==> src/rtl/fpe_pkg.sv <==
package fpe_pkg;
    localparam int REG_W   = 8;
    localparam int BIT_HV  = 0;
    localparam int BIT_LAT = 1;
    localparam int BIT_ERS = 2;
    localparam int BIT_CAP = 3;

    typedef struct packed {
        logic cap;
        logic ers;
        logic lat;
        logic hv;
    } ctl_t;
endpackage

==> src/rtl/fpe_wr_route.sv <==
module fpe_wr_route #(
    parameter int AW          = 8,
    parameter int ARRAY_WORDS = 200
) (
    input  logic          arr_wr_en,
    input  logic [AW-1:0] arr_addr,
    input  fpe_pkg::ctl_t ctl_q,
    output logic          cap_fire,
    output logic          norm_wr
);
    localparam logic [AW:0] LIMIT = (AW+1)'(ARRAY_WORDS);

    logic addr_ok;

    always_comb begin
        addr_ok  = ({1'b0, arr_addr} < LIMIT);
        cap_fire = arr_wr_en & ctl_q.lat & ~ctl_q.cap & ~ctl_q.hv & addr_ok;
        norm_wr  = arr_wr_en & ~ctl_q.lat;
    end
endmodule

==> src/rtl/fpe_ctrl_reg.sv <==
module fpe_ctrl_reg
    import fpe_pkg::*;
(
    input  logic             clk,
    input  logic             rst_n,
    input  logic             reg_wr_en,
    input  logic [REG_W-1:0] reg_wdata,
    input  logic             cap_fire,
    output ctl_t             ctl_q,
    output logic             discard
);
    ctl_t ctl_d;
    ctl_t ctl_r;

    always_comb begin
        ctl_d   = ctl_r;
        discard = 1'b0;
        if (cap_fire) begin
            ctl_d.cap = 1'b1;
        end
        if (reg_wr_en) begin
            if (ctl_r.hv) begin
                // arm and mode frozen while high voltage is on
                ctl_d.hv = reg_wdata[BIT_HV];
            end else begin
                ctl_d.lat = reg_wdata[BIT_LAT];
                ctl_d.ers = reg_wdata[BIT_ERS];
                ctl_d.hv  = reg_wdata[BIT_HV] & reg_wdata[BIT_LAT]
                          & ctl_r.lat & ctl_r.cap;
                if (!reg_wdata[BIT_LAT]) begin
                    ctl_d.cap = 1'b0;
                    discard   = 1'b1;
                end
            end
        end
    end

    always_ff @(posedge clk or negedge rst_n) begin
        if (!rst_n) begin
            ctl_r <= '0;
        end else begin
            ctl_r <= ctl_d;
        end
    end

    assign ctl_q = ctl_r;
endmodule

==> src/rtl/fpe_capture.sv <==
module fpe_capture #(
    parameter int AW = 8,
    parameter int DW = 16
) (
    input  logic          clk,
    input  logic          rst_n,
    input  logic          cap_fire,
    input  logic          discard,
    input  logic [AW-1:0] addr_in,
    input  logic [DW-1:0] data_in,
    output logic [AW-1:0] addr_q,
    output logic [DW-1:0] data_q
);
    logic [AW-1:0] addr_d;
    logic [DW-1:0] data_d;

    always_comb begin
        addr_d = addr_q;
        data_d = data_q;
        if (discard) begin
            addr_d = '0;
            data_d = '0;
        end else if (cap_fire) begin
            addr_d = addr_in;
            data_d = data_in;
        end
    end

    always_ff @(posedge clk or negedge rst_n) begin
        if (!rst_n) begin
            addr_q <= '0;
            data_q <= '0;
        end else begin
            addr_q <= addr_d;
            data_q <= data_d;
        end
    end
endmodule

==> src/rtl/fpe_interlock.sv <==
module fpe_interlock
    import fpe_pkg::*;
#(
    parameter int AW          = 8,
    parameter int DW          = 16,
    parameter int ARRAY_WORDS = 200
) (
    input  logic             clk,
    input  logic             rst_n,
    input  logic             reg_wr_en,
    input  logic [REG_W-1:0] reg_wdata,
    output logic [REG_W-1:0] reg_rdata,
    input  logic             arr_wr_en,
    input  logic [AW-1:0]    arr_addr,
    input  logic [DW-1:0]    arr_wdata,
    output logic             norm_wr_en,
    output logic [AW-1:0]    norm_addr,
    output logic [DW-1:0]    norm_wdata,
    output logic [AW-1:0]    cap_addr,
    output logic [DW-1:0]    cap_wdata,
    output logic             hv_enable
);
    ctl_t ctl_q;
    logic cap_fire;
    logic discard;

    fpe_wr_route #(.AW(AW), .ARRAY_WORDS(ARRAY_WORDS)) u_route (
        .arr_wr_en (arr_wr_en),
        .arr_addr  (arr_addr),
        .ctl_q     (ctl_q),
        .cap_fire  (cap_fire),
        .norm_wr   (norm_wr_en)
    );

    fpe_ctrl_reg u_ctrl (
        .clk       (clk),
        .rst_n     (rst_n),
        .reg_wr_en (reg_wr_en),
        .reg_wdata (reg_wdata),
        .cap_fire  (cap_fire),
        .ctl_q     (ctl_q),
        .discard   (discard)
    );

    fpe_capture #(.AW(AW), .DW(DW)) u_cap (
        .clk      (clk),
        .rst_n    (rst_n),
        .cap_fire (cap_fire),
        .discard  (discard),
        .addr_in  (arr_addr),
        .data_in  (arr_wdata),
        .addr_q   (cap_addr),
        .data_q   (cap_wdata)
    );

    always_comb begin
        reg_rdata          = '0;
        reg_rdata[BIT_HV]  = ctl_q.hv;
        reg_rdata[BIT_LAT] = ctl_q.lat;
        reg_rdata[BIT_ERS] = ctl_q.ers;
        reg_rdata[BIT_CAP] = ctl_q.cap;
        norm_addr          = arr_addr;
        norm_wdata         = arr_wdata;
        hv_enable          = ctl_q.hv;
    end
endmodule

==> config.mk <==
export PLATFORM = sky130hd
export DESIGN_NAME = fpe_interlock
export DESIGN_NICKNAME = d
export VERILOG_FILES = /design/src/rtl/fpe_pkg.sv /design/src/rtl/fpe_wr_route.sv /design/src/rtl/fpe_ctrl_reg.sv /design/src/rtl/fpe_capture.sv /design/src/rtl/fpe_interlock.sv
export SDC_FILE = /design/constraint.sdc
export NUM_CORES = 1
export LEC_CHECK = 0
export ABC_AREA = 1
export BUFFER_PORTS_ARGS = -buffer_cell sky130_fd_sc_hd__buf_2
export CAP_MARGIN = 20
export CORE_ASPECT_RATIO = 1.75
export CORE_UTILIZATION = 39
export DETAILED_ROUTE_END_ITERATION = 8
export PLACE_DENSITY_LB_ADDON = 0.25
export REMOVE_ABC_BUFFERS = 1
export SYNTH_ARGS = -nofsm -noshare
export SYNTH_HDL_FRONTEND = slang
export SYNTH_SLANG_ARGS = --single-unit
==> constraint.sdc <==
create_clock -name clk -period 1.2 [get_ports clk]
set_clock_uncertainty 0.1 [all_clocks]
set_input_delay 0.06 -clock clk [delete_from_list [all_inputs] [get_ports clk]]
set_output_delay 0.06 -clock clk [all_outputs]
set_load 0.1 [all_outputs]
Yosys cells after proc, flatten, opt, wreduce, memory -nomap -nowiden

Cells that the tools add are included.

Register bits: 28
Input bits: 36
Output and inout bits: 58
Logic and storage cells: 32

Order comparisons: 1
Mux-type cells: 12
Bitwise gates (word level): 11
Reductions and logical operators: 2

Operator list:

| cell               | number |
|---|---|
| $mux 16            | 2 |
| $mux 8             | 2 |
| $and 1x1->1        | 8 |
| $lt 8x8->1 const B | 1 |
| $mux 1             | 6 |
| $mux 4             | 1 |
| $mux 3             | 1 |
| $not 1->1          | 3 |
| $reduce_and 2->1   | 1 |
| $reduce_bool 2->1  | 1 |

Depth between registers and ports, before layout

Gate-level depths: netlist of the first run.

Depth after elaboration: 8
Mapped depth: 7
Depth with buffers taken out: 6

Modules after synthesis

A second synthesis of the first run with hierarchy kept.

Cell total of the unflattened synthesis: 169
Area, all modules: 1427.6 um^2

By module, submodules not included:

| module        | instances | cells an instance | area each (um^2) | sequential area each (um^2) |
|---|---|---|---|---|
| fpe_capture   | 1         | 105               | 969.7            | 600.6 |
| fpe_interlock | 1         | 30                | 221.5            | 0.0 |
| fpe_ctrl_reg  | 1         | 22                | 183.9            | 100.1 |
| fpe_wr_route  | 1         | 12                | 52.6             | 0.0 |

Worst setup path after synthesis of the first run

No wires, ideal clock.

Path kind: reg-to-output
Start: reg u_ctrl.ctl_r, in the netlist u_ctrl.ctl_q[1]
End: out norm_wr_en
Arrival time: 2.189 ns
Data required time: 1.040 ns
Setup slack: -1.149 ns
Stages on the path, launching flop included: 2
Path buffers: 0
Cells stage by stage: dfrtp_1 > nor2_1

Cells in the longest elaborated chain, start to end: 2

Ends and longest elaborated chain:

| what                     | line                | RTL |
|---|---|---|
| start: declaration       | fpe_ctrl_reg.sv:13  | `ctl_t ctl_r;` |
| start signal: assignment | fpe_ctrl_reg.sv:42  | `ctl_r <= ctl_d;` |
| $not 1->1                | fpe_wr_route.sv:18  | `norm_wr = arr_wr_en & ~ctl_q.lat;` |
| $and 1x1->1              | fpe_wr_route.sv:18  |  |
| end: declaration         | fpe_interlock.sv:16 | `output logic norm_wr_en,` |

Every way passes these cells.

Worst setup path in the final report of the first run

Start: reg u_ctrl.ctl_r, in the netlist u_ctrl.ctl_q[0]
End: reg u_cap.addr_q[6]

Cells in the longest elaborated chain, start to end: 4
Elaborated cells between the ends (all ways): 7
Those cells by class: mux (3); bitwise (3); reduce/logical (1)

Ends and longest elaborated chain:

| what                               | line               | RTL |
|---|---|---|
| $not 1->1 (no source line)         | n/a                |  |
| $and 1x1->1 (2 in a row)           | fpe_wr_route.sv:17 | `cap_fire = arr_wr_en & ctl_q.lat & ~ctl_q.cap & ~ctl_q.hv & addr_ok;` |
| $reduce_bool 2->1 (no source line) | n/a                |  |
| end signal: assignment             | fpe_capture.sv:34  | `addr_q <= addr_d;` |
| end: declaration                   | fpe_capture.sv:11  | `output logic [AW-1:0] addr_q,` |

Parallel ways exist; a longest one is shown, timed or not.
A chain may end at the register's enable or synchronous reset.

==> results of run 1 <==
[path summary, 6_finish.rpt]
check / start / endpoint / slack [ns] / cells past startpoint
setup / recovery: u_ctrl.ctl_q[0] / u_cap.addr_q[6] / -0.12 / 7
hold / removal: reg_wr_en / u_ctrl.ctl_q[1] / 0.02 / 3
setup reg to reg: u_ctrl.ctl_q[0] / u_cap.addr_q[6] / -0.12 / 7
hold reg to reg: u_cap.data_q[0] / u_cap.data_q[0] / 0.47 / 2
max in group asynchronous: rst_n / u_ctrl.ctl_q[3] / 0.35 / 2
min in group asynchronous: rst_n / u_cap.data_q[9] / 0.24 / 2
[area by class of cell]
cell class	instances	area, um^2	share of cell area [%]
sequential	28	701	25.0
inverter	7	26.3	0.937
tap	48	60.1	2.14
clock buffer	4	55.1	1.96
timing repair buffer	125	1310	46.5
multi-input combinational	98	658	23.5
[power groups by stage]
stage	Sequential (mW)	Combinational (mW)	Clock, mW
after detailed placement	1.45	3.88	0
after global routing	1.46	4.25	0.626
after floorplan	3.01	0.495	0
after global placement	1.44	3.86	0
after CTS	1.43	4.14	0.590
final	1.44	4.13	0.586
[cell families after synthesis]
| logic type | after synthesis | share of synthesized area (%) |
|---|---|---|
| simple gates | 86 | 31.6 |
| buf+inv | 47 | 20.9 |
| flops | 28 | 44.6 |
| compound gates | 4 | 1.99 |
| mux | 1 | 0.717 |
| other cells | 1 | 0.239 |
[cells in the mapped netlist (all sizes together)]
| cell type | instances |
|---|---|
| nand2 | 32 |
| mux2 | 1 |
| nand3 | 24 |
| a21oi | 2 |
| conb | 1 |
| nand4 | 25 |
| buf | 40 |
| nor2 | 5 |
| o21ai | 2 |
| dfrtp | 28 |
| inv | 7 |
[registers in the layout (all words and copies together), names as in the netlist]
name and count:
u_ctrl.ctl_q 4, u_cap.addr_q 8, u_cap.data_q 16
[critical path, delay by kind of cell, from the launching register on]
family                 cells  cell delay (ns)
buffers and inverters      2             0.24
flip-flops                 1             0.41
AND/OR/NAND/NOR            5             0.46
[repair_timing]
action,4_1_cts,5_1_grt
cloned,3,1
setup endpoints to repair,26,29
hold buffers,28,0
resized for setup,10,9
hold endpoints to repair,54,0
buffers inserted,5,0
pin swaps,1,5
[routing by layer]
metal / share of wire (%) / vias to the layer above / wire [um]
li1: - / 730 / -
met1: 37 / 740 / 1690
met2: 58 / 59 / 2620
met3: 4.2 / 4 / 192
met4: 0.79 / 0 / 36
met5: 0 / - / 0
==> impl_metrics.toml, run 1 <==
[placed_design]
port_buffers = 84
place_area_um2 = 2330
dpl.hpwl_um = 2600
place_inst = 271
globalplace.congestion = 0.726
pre_cts_slack_ns = -0.0874

[worst_setup_path]
crit_fanout = 7
required_ns = 1.26
crit_arrival_ns = 1.38
critical_path.startpoint_type = "register"
critPathSlowestCell = "dfrtp_1"
cp-end-kind = "register"
cp_slowest_stage_delay_ns = 0.41
path_class = "register to register"
crit_chain = "inv_2 -> nand2_4 -> nor2_8 -> buf_6 -> nand2_8 -> nand3_1 -> nand2_1"

[grt]
met2_usage_pct = 40.4
grt_pass1_wl_um = 7280
antenna_found_initial = 0
grt_util_all_layers_pct = 21.8
grt_pass1_vias = 1566
grt_start_max_net_pins = 29
grt_busiest_layer = "met2"
met1_usage_pct = 24.9
gr-total-overflow = 0
grt_use_met3_pct = 3.01

[sta]
hold_viol = 0
relSlewSlack_pct = 57.4
timing.fmax_ghz = 0.757
finalWorstSetupSlack_ns = -0.121
period_needed_ns = 1.32
grt_setup_unrepaired = "true"
worstMarginPinSlew_ns = 0.639
hold_slack_ns = 0.0228
drv_slew = 0
finalSetupViolCount = 26
setup_tns_ns = -2.22
fin_crit_sh_pct = 110

[synthesis]
synth_seq_cells = 28
synthDominantCellAreaShare_pct = 44.6
yosysUniqueCellTypes = 20
syn_area_um2 = 1570
yosys.area.top_type = "dfrtp_1"
synth.avg_cell_area_um2 = 9.41
synth_area_leaders = "dfrtp_1 (45%), buf_4 (15%), nand4_1 (10%)"
yosys_warnings = 0
yosysSeqAreaShare_pct = 44.6
syn_inst = 167

[power]
irDropWorstVdd_mv = 1.50
clock_power_share_pct = 9.5
p_comb_share_pct = 67.1
p_sw_share_pct = 54.1
fin_total_pwr_mw = 6.15
powerDensity_nw_per_um2 = 2190
leakage_nw = 1.40
p_int_mw = 2.82
p_sw_mw = 3.33
power_frac_seq_pct = 23.4

[cells_and_area]
final_common_cell = "buf_2"
final.fill_count = 276
stdcell_area_um2 = 2810
most-common-layout-cells = "buf_2 (54), buf_12 (33), dlygate4sd3_1 (28), dfrtp_1 (28)"
final_util_pct = 72.6
antenna_cells = 0
drive_gt1_share_pct = 49.6
areaGrowthSynthToFinish_pct = 78.5
fin_cells = 310
layout.nets = 299

[floorplan]
pin_count = 94
die_width_um = 50.0
initial_core_util_pct = 40.6
core-area_um2 = 3870
die_area_um2 = 4300
die_h_um = 86.0
rows = 30

[run_status]
violations = "negative setup slack"
status = "finished with violations"

[clocking]
cts_sinks = 28
insertion_delay_ns = 0.27
cts_htree_levels = 1
cts_max_path_buffers = 2
cts_tree = "built"
numCtsBuffers = 3
clockRootBuffer = "clkbuf_8"
clk_pin_slew_ns = 0.10

[drt]
routedWlPerCell_um = 14.6
drc = 0
drt_iter0_drc = 37
drt_pass1_iterations = 4
drtAntennaViolNets = 0
vias = 1533
totalWireLength_um = 4540
vias_per_cell = 4.95

[flow_run]
maxCapViolations = 0

[min_path]
hp-class = "primary input to register"
Note: power is estimated with default switching activity, not from simulation.
==> inputs of run 2 (changes only) <==
==> constraint.sdc (replaced) <==
create_clock -name clk -period 1.2 [get_ports clk]
set_clock_uncertainty 0.1 [all_clocks]
set_input_delay 0.18 -clock clk [delete_from_list [all_inputs] [get_ports clk]]
set_output_delay 0.18 -clock clk [all_outputs]
set_load 0.1 [all_outputs]
==> run 2 against run 1 <==
Largest power group unchanged; design area is 8.7% higher; via count fell by 2.4%; the flow still finishes with violations (negative setup slack); maximum frequency decreased by 3.9%; non-clock buffer count down 16.
==> impl_metrics.toml, run 2 (synthesis results as in run 1) <==
[grt]
met2_usage_pct = 42.9
grt_start_max_net_pins = 29
grt_util_all_layers_pct = 22.9
gr-total-overflow = 0
grt_use_met3_pct = 3.90
met1_usage_pct = 23.5
grt_pass1_vias = 1531
grt_pass1_wl_um = 7410
antenna_found_initial = 0
grt_busiest_layer = "met2"

[clocking]
cts_sinks = 28
cts_max_path_buffers = 2
cts_htree_levels = 1
numCtsBuffers = 3
clk_pin_slew_ns = 0.09
insertion_delay_ns = 0.28
cts_tree = "built"
clockRootBuffer = "clkbuf_8"

[placed_design]
port_buffers = 84
globalplace.congestion = 0.699
pre_cts_slack_ns = -0.154
dpl.hpwl_um = 3050
place_area_um2 = 2740

[floorplan]
die_h_um = 86.0
pin_count = 94
initial_core_util_pct = 40.6
die_width_um = 50.0
rows = 30
die_area_um2 = 4300
core-area_um2 = 3870

[cells_and_area]
stdcell_area_um2 = 3050
drive_gt1_share_pct = 60.2
largest_reg_flops = 16
most-common-layout-cells = "buf_12 (60), buf_2 (30), dfrtp_1 (26)"
layout.nets = 283
final_common_cell = "buf_12"
regMostFlops = "u_cap.data_q"
antenna_cells = 0
areaGrowthSynthToFinish_pct = 94.1

[min_path]
hp-class = "primary input to register"
hold_start = "reg_wdata[2]"
hold_path_depth = 2
hold_path_end = "u_ctrl.ctl_q[2]"

[worst_setup_path]
required_ns = 1.32
rr_endpoint = "u_cap.data_q[3]"
r2r-start = "u_ctrl.ctl_q[0]"
crit_arrival_ns = 1.49
r2r.worst_path.cells = 7
rrSetupSlack_ns = -0.17
crit_fanout = 6
critical_path.startpoint_type = "register"
path_class = "register to register"
cp_slowest_stage_delay_ns = 0.43
crit_chain = "inv_2 -> nand2_4 -> nor2_8 -> buf_12 -> buf_8 -> nand4_1 -> nand2_1"
cp-end-kind = "register"
critPathSlowestCell = "dfrtp_1"
crit_family = "flip-flops"
worst-path-buf-inv = 3

[power]
irDropWorstVdd_mv = 1.45
leakage_nw = 1.49
powerDensity_nw_per_um2 = 2120

[sta]
drv_slew = 0
hold_viol = 0
fin_crit_sh_pct = 115
grt_setup_unrepaired = "true"
period_needed_ns = 1.37
timing.fmax_ghz = 0.728
finalWorstSetupSlack_ns = -0.174
finalSetupViolCount = 31

[drt]
drt_pass1_iterations = 4
vias = 1496
totalWireLength_um = 5070
drt_iter0_drc = 27
routedWlPerCell_um = 17.3
drc = 0
drtAntennaViolNets = 0
vias_per_cell = 5.09

[flow_run]
maxCapViolations = 0

[run_status]
violations = "negative setup slack"
status = "finished with violations"
-- run 2: cell types whose count changed in the layout (fill, tap and decap cells not counted), sizes merged --
cell and delta:
dlygate4sd3 -27, buf +11
-- run 2: area by class of cell --
type	instances	area (um^2)
well taps	48	60.1
repair buffers	109	1520
multi-input cells	98	691
fillers	208	816
clock buffers	4	55.1
flip-flops and latches	28	703
inverters	7	26.3
-- run 2: through the flow --
step	power [mW]	hold WS, ns	cells	setup TNS, ns	utilization [%]
after detailed placement	5.53	0.00523	276	-3.04	70.9
after CTS	6.33	0.0288	286	-3.17	76.4
after floorplan	3.50	-0.216	130	-52.52	-
after global placement	5.48	0.00232	276	-2.28	70.9
final	6.47	0.0310	294	-3.72	78.9
after global routing	6.66	0.0192	294	-5.60	78.9
-- run 2: worst max path at each step --
| stage | depth (start not counted) | slack [ns] | endpoint | from |
|---|---|---|---|---|
| finish | 7 | -0.17 | u_cap.data_q[3] | u_ctrl.ctl_q[0] |
| global route | 7 | -0.23 | u_cap.addr_q[7] | u_ctrl.ctl_q[0] |
| CTS | 2 | -0.14 | norm_wr_en | u_ctrl.ctl_q[1] |
| detailed placement | 6 | -0.15 | u_cap.addr_q[7] | u_ctrl.ctl_q[0] |
| global placement | 6 | -0.10 | u_cap.addr_q[3] | u_ctrl.ctl_q[0] |
| floorplan | 4 | -1.97 | u_ctrl.ctl_q[3] | u_ctrl.ctl_q[0] |
-- run 2: metal layers --
layer	share of wire [%]	routed length, um
met5	0	0
met3	4.5	229
met2	60	3030
met4	2.1	104
met1	34	1710
-- run 2: power by group --
group,total (mW),switching (mW),internal (mW)
Combinational,4.44,2.87,1.57
Sequential,1.44,0.273,1.17
Clock,0.589,0.295,0.295
-- run 2: what timing repair did --
| action | 4_1_cts | 5_1_grt |
|---|---|---|
| hold buffers | 1 | 0 |
| setup buffers | 2 | 9 |
| hold endpoints to repair | 28 | 0 |
| setup endpoints to repair | 31 | 39 |
| gates resized for setup | 15 | 13 |
| cloned | 3 | 1 |
| pin swaps | 8 | 8 |
